`src/rtl/uart_rx_vote.sv`:
```
module uart_rx_vote #(
  parameter int DBITS = 8
) (
  input  logic             clk,
  input  logic             rst_n,
  input  logic             tick16,
  input  logic             rx,
  input  logic             par_en,
  input  logic             par_odd,
  input  logic             two_stop,
  output logic [DBITS-1:0] rx_data,
  output logic             rx_valid,
  output logic             err_frame,
  output logic             err_parity,
  output logic             brk,
  output logic             glitch
);
  localparam int BW = (DBITS > 1) ? $clog2(DBITS) : 1;
  localparam logic [BW-1:0] LAST_BIT = BW'(DBITS - 1);

  typedef enum logic [2:0] {S_IDLE, S_START, S_DATA, S_PAR, S_STOP1, S_STOP2, S_HOLD} st_t;
  st_t st;

  logic [1:0]       sync;
  logic             rx_s, last, v7, v8, bitv, allz, pbit, maj, perr, endbit;
  logic [3:0]       cnt;
  logic [BW-1:0]    bidx;
  logic [DBITS-1:0] shreg;

  assign rx_s   = sync[1];
  assign maj    = (v7 & v8) | (v7 & rx_s) | (v8 & rx_s);
  assign perr   = par_en & (^shreg ^ pbit ^ par_odd);
  assign endbit = (cnt == 4'd15);

  always_ff @(posedge clk) begin
    if (!rst_n) sync <= 2'b11;
    else        sync <= {sync[0], rx};
  end

  always_ff @(posedge clk) begin
    if (!rst_n) begin
      st         <= S_IDLE;
      last       <= 1'b0;
      v7         <= 1'b1;
      v8         <= 1'b1;
      bitv       <= 1'b1;
      allz       <= 1'b1;
      pbit       <= 1'b0;
      cnt        <= '0;
      bidx       <= '0;
      shreg      <= '0;
      rx_data    <= '0;
      rx_valid   <= 1'b0;
      err_frame  <= 1'b0;
      err_parity <= 1'b0;
      brk        <= 1'b0;
      glitch     <= 1'b0;
    end else begin
      rx_valid <= 1'b0;
      glitch   <= 1'b0;
      if (tick16) begin
        last <= rx_s;
        cnt  <= cnt + 4'd1;
        if (cnt == 4'd7) v7 <= rx_s;
        if (cnt == 4'd8) v8 <= rx_s;
        if (cnt == 4'd9) bitv <= maj;
        case (st)
          S_IDLE: begin
            cnt <= 4'd1;
            if (last && !rx_s) st <= S_START;
          end
          S_START: begin
            if (cnt == 4'd9 && maj) begin
              glitch <= 1'b1;
              st     <= S_IDLE;
            end else if (endbit) begin
              st   <= S_DATA;
              bidx <= '0;
              allz <= 1'b1;
            end
          end
          S_DATA: if (endbit) begin
            shreg <= {bitv, shreg[DBITS-1:1]};
            allz  <= allz & ~bitv;
            bidx  <= bidx + 1'b1;
            if (bidx == LAST_BIT) st <= par_en ? S_PAR : S_STOP1;
          end
          S_PAR: if (endbit) begin
            pbit <= bitv;
            allz <= allz & ~bitv;
            st   <= S_STOP1;
          end
          S_STOP1: if (endbit) begin
            if (!bitv) begin
              rx_valid   <= 1'b1;
              rx_data    <= allz ? '0 : shreg;
              brk        <= allz;
              err_frame  <= ~allz;
              err_parity <= perr & ~allz;
              st         <= allz ? S_HOLD : S_IDLE;
            end else if (two_stop) begin
              st <= S_STOP2;
            end else begin
              rx_valid   <= 1'b1;
              rx_data    <= shreg;
              brk        <= 1'b0;
              err_frame  <= 1'b0;
              err_parity <= perr;
              st         <= S_IDLE;
            end
          end
          S_STOP2: if (endbit) begin
            rx_valid   <= 1'b1;
            rx_data    <= shreg;
            brk        <= 1'b0;
            err_frame  <= ~bitv;
            err_parity <= perr;
            st         <= S_IDLE;
          end
          S_HOLD: if (rx_s) st <= S_IDLE;
          default: st <= S_IDLE;
        endcase
      end
    end
  end
endmodule


```
`config.mk`:
```
export PLATFORM = sky130hd
export DESIGN_NAME = uart_rx_vote
export DESIGN_NICKNAME = d
export VERILOG_FILES = /design/src/rtl/uart_rx_vote.sv
export SDC_FILE = /design/constraint.sdc
export NUM_CORES = 1
export LEC_CHECK = 0
export BUFFER_PORTS_ARGS = -buffer_cell sky130_fd_sc_hd__buf_2
export CAP_MARGIN = 25
export CELL_PAD_IN_SITES_DETAIL_PLACEMENT = 1
export CELL_PAD_IN_SITES_GLOBAL_PLACEMENT = 1
export CORE_ASPECT_RATIO = 1.1
export CORE_MARGIN = 5
export CORE_UTILIZATION = 45
export CTS_BUF_LIST = sky130_fd_sc_hd__clkbuf_4 sky130_fd_sc_hd__clkbuf_8
export CTS_CLUSTER_SIZE = 14
export DETAILED_ROUTE_END_ITERATION = 10
export GPL_ROUTABILITY_DRIVEN = 1
export PLACE_DENSITY_LB_ADDON = 0.1
export REMOVE_ABC_BUFFERS = 1
export SLEW_MARGIN = 0
export SYNTH_ARGS = -nofsm -noshare
export SYNTH_HDL_FRONTEND = slang
export SYNTH_SLANG_ARGS = --single-unit
```
`constraint.sdc`:
```
create_clock -name clk -period 1.9 [get_ports clk]
set_input_delay 0.38 -clock clk [delete_from_list [all_inputs] [get_ports clk]]
set_output_delay 0.38 -clock clk [all_outputs]
set_load 0.1 [all_outputs]
```
==> reports/metrics.yaml, run 1 <==
outcome:
  status: "finished clean"
cts:
  cts_tree: "done"
  clockBufferDepth: 2
  clock-sinks: 39
  clkTransAtPathRegs_ns: 0.08
  htreeDepth: 2
  clkLatencyLatePin_ns: 0.29
  cts_buffers: 5
  cts_setup_buffers: 0
  clockRootBuffer: "clkbuf_8"
logic_synthesis:
  synth_edf_count: 0
  synthCells: 188
  synth_area_leaders: "dfxtp_1, mux2i_1, nor2_1"
  async_reset_ff_share_pct: 0
  yosysTopAreaCellShare_pct: 43.0
  synth_top_cell_by_area: "dfxtp_1"
  synth_ff_type: "dfxtp_1"
  seq_area_frac_synth_pct: 43.0
  syn-cell-area_um2: 1820
  syn_area_per_cell_um2: 9.66
  ys_ff_latch: 39
  yosysWarnings: 0
  synth_cell_types: 47
worst_setup_path:
  slowest_delay_ns: 0.43
  cp.required_ns: 2.08
  crit_chain: "ha_1 > and4_1 > and3_2 > mux2i_1 > nor2_1"
  critPathLaunch: "cnt[0]$_SDFFE_PN0P_"
  worst_path_max_delay_cell: "dfxtp_1"
  startpoint_type: "register"
  worstReg2RegStart: "cnt[0]$_SDFFE_PN0P_"
  crit_buf_inv: 0
  cp_max_fo: 11
  worstSetupPathType: "register to register"
  critPathCaptureType: "register"
  cp_top_family: "simple AND/OR/NAND/NOR gates"
  arrival_ns: 1.94
min_path:
  hold_path_class: "input pin to register"
  hold_start: "rx"
power_and_ir_drop:
  powerDensity_nw_per_um2: 781
  vdd_drop_max_mv: 0.495
  leakagePower_uw: 0.000839
timing:
  timing.hold.ws_ns: 0.281
  worst_pin_slew_ns: 0.540
  finalSetupViolCount: 0
  rsz0062_at_grt: "false"
  fmax_mhz: 567
  slew_headroom_pct: 63.9
  fin_crit_sh_pct: 92.8
  finalHoldViolCount: 0
  fin_skew_ns: 0.00902
  min_period_ns: 1.76
  drv_slew: 0
  fin_setup_tns_ns: 0
route:
  num_vias: 1437
  viasPerCell: 5.51
  route.antenna.remaining_nets: 0
  routedWlPerCell_um: 15.5
  post-route-drc-count: 0
  drt_first_pass_iters: 4
  drt_iter0_markers: 80
  drt-total-wl_mm: 4.04
placed_design:
  place_inst: 253
  place_congestion: 0.760
  hpwl_mm: 2.89
  numPortBuffers: 19
  place_area_um2: 1940
cells_and_area:
  layout-drive-gt1-share_pct: 18.7
  syn2layout_area_growth_pct: 13.2
  final_area_um2: 2060
  stdcell_count: 261
  diodes: 0
  nNetsFinal: 220
  fillers: 473
die:
  die_x_um: 70.6
  ioPinCount: 20
  die_y_um: 76.6
  dieArea_um2: 5410
  rows: 24
  core_um2: 3930
  start_util_pct: 46.2
global_route:
  grt_max_degree: 21
  grt_pass1_wl_mm: 7.11
  grt_antenna_before_repair: 0
  grt_pass1_vias: 1488
  grt-ovfl-total: 0
  grt_use_total_pct: 16.2
flow_run:
  cap_violations: 0
## cells by family (layout without fill, tap and decap cells)
| logic type | after synthesis | in the layout | share of synthesized area, % |
|---|---|---|---|
| adder cells (fa/ha/maj) | 6 | 6 | 4.07 |
| buffers and inverters | 18 | 39 | 5.86 |
| XOR/XNOR | 11 | 11 | 6.07 |
| flip-flops | 39 | 39 | 43.0 |
| AO/OA/AOI/OAI | 29 | 29 | 12.8 |
| AND/OR/NAND/NOR | 67 | 67 | 18.3 |
| multiplexers | 18 | 18 | 9.92 |
## metal layers
layer / track usage, % / vias up / routed length (um)
met5: 0 / - / 0
met4: 4.51 / 0 / 61
met1: 18.2 / 712 / 1670
met3: 3.69 / 8 / 107
li1: - / 701 / -
met2: 30.2 / 16 / 2200
## registers in the layout (all words and copies together) (netlist names)
| register | cells |
|---|---|
| pbit | 1 |
| v7 | 1 |
| err_parity | 1 |
| rx_valid | 1 |
| st | 3 |
| glitch | 1 |
| allz | 1 |
| brk | 1 |
| last | 1 |
| bidx | 3 |
| cnt | 4 |
| err_frame | 1 |
| v8 | 1 |
| sync | 2 |
| shreg | 8 |
| rx_data | 8 |
| bitv | 1 |
## where the power goes
group | switching [uW] | internal [uW]
Clock | 285 | 425
Combinational | 39.0 | 27.0
Sequential | 6.00 | 823
Total | 330 | 1280
## final timing paths
path                           end  slack (ns)  depth (start not counted)
max          shreg[4]$_SDFFE_PN0P_        0.14                          5
min             sync[0]$_SDFF_PN1_        0.28                          2
max reg2reg  shreg[4]$_SDFFE_PN0P_        0.14                          5
min reg2reg     sync[1]$_SDFF_PN1_        0.41                          1
## area by class of cell
cell class,instances,area [um2],share of cell area [%]
multi-input combinational,131,930,45.2
tap,52,65.1,3.16
timing repair buffer,25,140,6.82
sequential,39,781,38.0
inverter,6,22.5,1.10
clock inverter,2,35.0,1.70
clock buffer,6,82.6,4.02
## synth_stat cells (all sizes together) (2+ instances only)
cell     instances
a211oi           2
a22oi           10
nand2b           4
mux2i           18
nand4            2
nor2            28
nand3            6
xnor2            7
nand2           13
nand4b           2
clkbuf           2
nor2b            2
xor2             3
nor3b            2
o2111ai          2
a2111oi          2
ha               5
or3              2
o21ai            3
buf             10
inv              5
dfxtp           39
## cells in the final DEF (no fill, tap or decap), types with 4 or more instances in the layout
cell type | Yosys | final
dfxtp_1 | 39 | 39
nor2_1 | 28 | 28
buf_2 | 4 | 19
mux2i_1 | 18 | 18
nand2_1 | 13 | 13
a22oi_1 | 10 | 10
xnor2_1 | 7 | 7
nand3_1 | 6 | 6
clkbuf_8 | 0 | 6
buf_4 | 1 | 6
inv_1 | 5 | 5
ha_1 | 5 | 5
nand2b_1 | 4 | 4
## worst register-to-register path, stage by stage, from the launching register on
cell and delay [ns]:
dfxtp_1 0.43, ha_1 0.27, and4_1 0.26, and3_2 0.39
mux2i_1 0.25, nor2_1 0.07
## repair_timing
item                       4_1_cts  5_1_grt
hold endpoints to repair         0        0
resized for setup                0        1
setup endpoints to repair        0        3
hold buffers                     0        0
## through the flow
| step | utilization [%] | worst slack, ns | total power (uW) |
|---|---|---|---|
| 2_1_floorplan | - | 0.324 | 883 |
| 5_1_grt | 52.3 | 0.0147 | 1680 |
| 4_1_cts | 52.2 | 0.125 | 1620 |
| 3_3_place_gp | 49.2 | 0.231 | 912 |
| 6_report | 52.3 | 0.138 | 1610 |
| 3_5_place_dp | 49.2 | 0.169 | 914 |
Note: power is estimated with default switching activity, not from simulation.
==> run 2, diff against run 1 <==
--- a/config.mk
+++ b/config.mk
@@ -16,6 +16,7 @@
 export CTS_CLUSTER_SIZE = 14
 export DETAILED_ROUTE_END_ITERATION = 10
 export GPL_ROUTABILITY_DRIVEN = 1
+export MAX_ROUTING_LAYER = met4
 export PLACE_DENSITY_LB_ADDON = 0.1
 export REMOVE_ABC_BUFFERS = 1
 export SLEW_MARGIN = 0
==> reports/metrics.yaml, run 2 (same netlist as run 1, synthesis figures left out) <==
outcome:
  status: "finished clean"
worst_setup_path:
  critPathLaunch: "cnt[0]$_SDFFE_PN0P_"
  crit_buf_inv: 0
  cp.required_ns: 2.08
  slowest_delay_ns: 0.43
  critPathCaptureType: "register"
  startpoint_type: "register"
  worstReg2RegStart: "cnt[0]$_SDFFE_PN0P_"
  cp_top_family: "simple AND/OR/NAND/NOR gates"
  worstSetupPathType: "register to register"
  worst_path_max_delay_cell: "dfxtp_1"
  arrival_ns: 1.94
  cp_max_fo: 11
  crit_chain: "ha_1 > and4_1 > and3_2 > mux2i_1 > nor2_1"
cts:
  cts_hold_buf: 0
  cts_setup_buffers: 0
  clockBufferDepth: 2
  htreeDepth: 2
  clock-sinks: 39
  cts_buffers: 5
  clkLatencyLatePin_ns: 0.29
  clockRootBuffer: "clkbuf_8"
  clkTransAtPathRegs_ns: 0.08
  cts_resized: 0
  cts_tree: "done"
global_route:
  grt_pass1_wl_mm: 7.12
  grt_pass1_vias: 1488
  grt_use_total_pct: 16.8
  grt_antenna_before_repair: 0
  grt_max_degree: 21
  grt-ovfl-total: 0
die:
  start_util_pct: 46.2
  dieArea_um2: 5410
  rows: 24
  die_x_um: 70.6
  ioPinCount: 20
  die_y_um: 76.6
  core_um2: 3930
route:
  met3_length_um: 100
  viasPerCell: 5.50
  routedWlPerCell_um: 15.5
  route.antenna.remaining_nets: 0
  post-route-drc-count: 0
  drt_first_pass_iters: 4
  num_vias: 1436
  met1_length_mm: 1.67
  drt_iter0_markers: 73
  drt-total-wl_mm: 4.04
  routed-wl-met2_mm: 2.20
  highest_layer: "met4"
power_and_ir_drop:
  finalPower_uw: 1610
  vdd_drop_max_mv: 0.495
  leakagePower_uw: 0.000839
  powerDensity_nw_per_um2: 781
timing:
  fin_skew_ns: 0.00907
  fin_crit_sh_pct: 92.7
  rsz0062_at_grt: "false"
  fmax_mhz: 568
  timing.hold.ws_ns: 0.281
  min_period_ns: 1.76
  worst_pin_slew_ns: 0.538
  finalHoldViolCount: 0
  fin_setup_tns_ns: 0
  slew_headroom_pct: 64.1
  drv_slew: 0
  finalSetupViolCount: 0
cells_and_area:
  syn2layout_area_growth_pct: 13.2
  largestRegisters: "rx_data (8), shreg (8), cnt (4)"
  nNetsFinal: 220
  fillers: 473
  diodes: 0
  layout-drive-gt1-share_pct: 18.7
  mostFrequentLayoutCell: "dfxtp_1"
  layout_common_cells: "dfxtp_1, nor2_1, buf_2, mux2i_1, nand2_1"
placed_design:
  place_congestion: 0.770
  numPortBuffers: 19
  hpwl_mm: 2.89
min_path:
  hold_path_class: "input pin to register"
  hold_start: "rx"
flow_run:
  cap_violations: 0
[run 2: cell counts in the layout (fill, tap and decap cells not counted)]
No cell type changed its count.
[run 2: worst reg2reg max path, cell delays in order (launching register included)]
cell     delay (ns)
dfxtp_1        0.43
ha_1           0.27
and4_1         0.26
and3_2         0.39
mux2i_1        0.25
nor2_1         0.07
[run 2: through the flow]
stage	area (um2)	setup slack (ns)	util [%]	std cells
after CTS	2050	0.125	52.2	261
after global placement	1940	0.231	49.2	253
after detailed placement	1940	0.169	49.2	253
after floorplan	1730	0.324	-	176
final	2060	0.139	52.3	261
after global routing	2060	0.0148	52.3	261
[run 2: final timing paths]
kind                                              end  slack (ns)  depth (start not counted)
worst max-delay path            shreg[4]$_SDFFE_PN0P_        0.14                          5
worst min-delay path               sync[0]$_SDFF_PN1_        0.28                          2
worst max register to register  shreg[4]$_SDFFE_PN0P_        0.14                          5
worst min register to register     sync[1]$_SDFF_PN1_        0.41                          1
[run 2: power breakdown]
part	leakage (uW)	switching, uW	total, uW	internal (uW)
clock	0.0000612	286	711	425
combinational	0.000463	38.9	65.9	27.0
sequential	0.000315	6.00	829	823
[run 2: metal layers]
layer,vias to the layer above,track usage [%]
met4,0,3.95
met1,711,18.1
li1,701,-
met3,8,4.35
met2,16,30.3
met5,-,-
[run 2: cell type report]
| class | instances | area (um2) | share of cell area, % |
|---|---|---|---|
| Clock buffer | 6 | 82.6 | 4.02 |
| Clock inverter | 2 | 35.0 | 1.70 |
| Inverter | 6 | 22.5 | 1.10 |
| Multi-Input combinational cell | 131 | 930 | 45.2 |
| Sequential cell | 39 | 781 | 38.0 |
| Tap cell | 52 | 65.1 | 3.16 |
| Timing Repair Buffer | 25 | 140 | 6.82 |
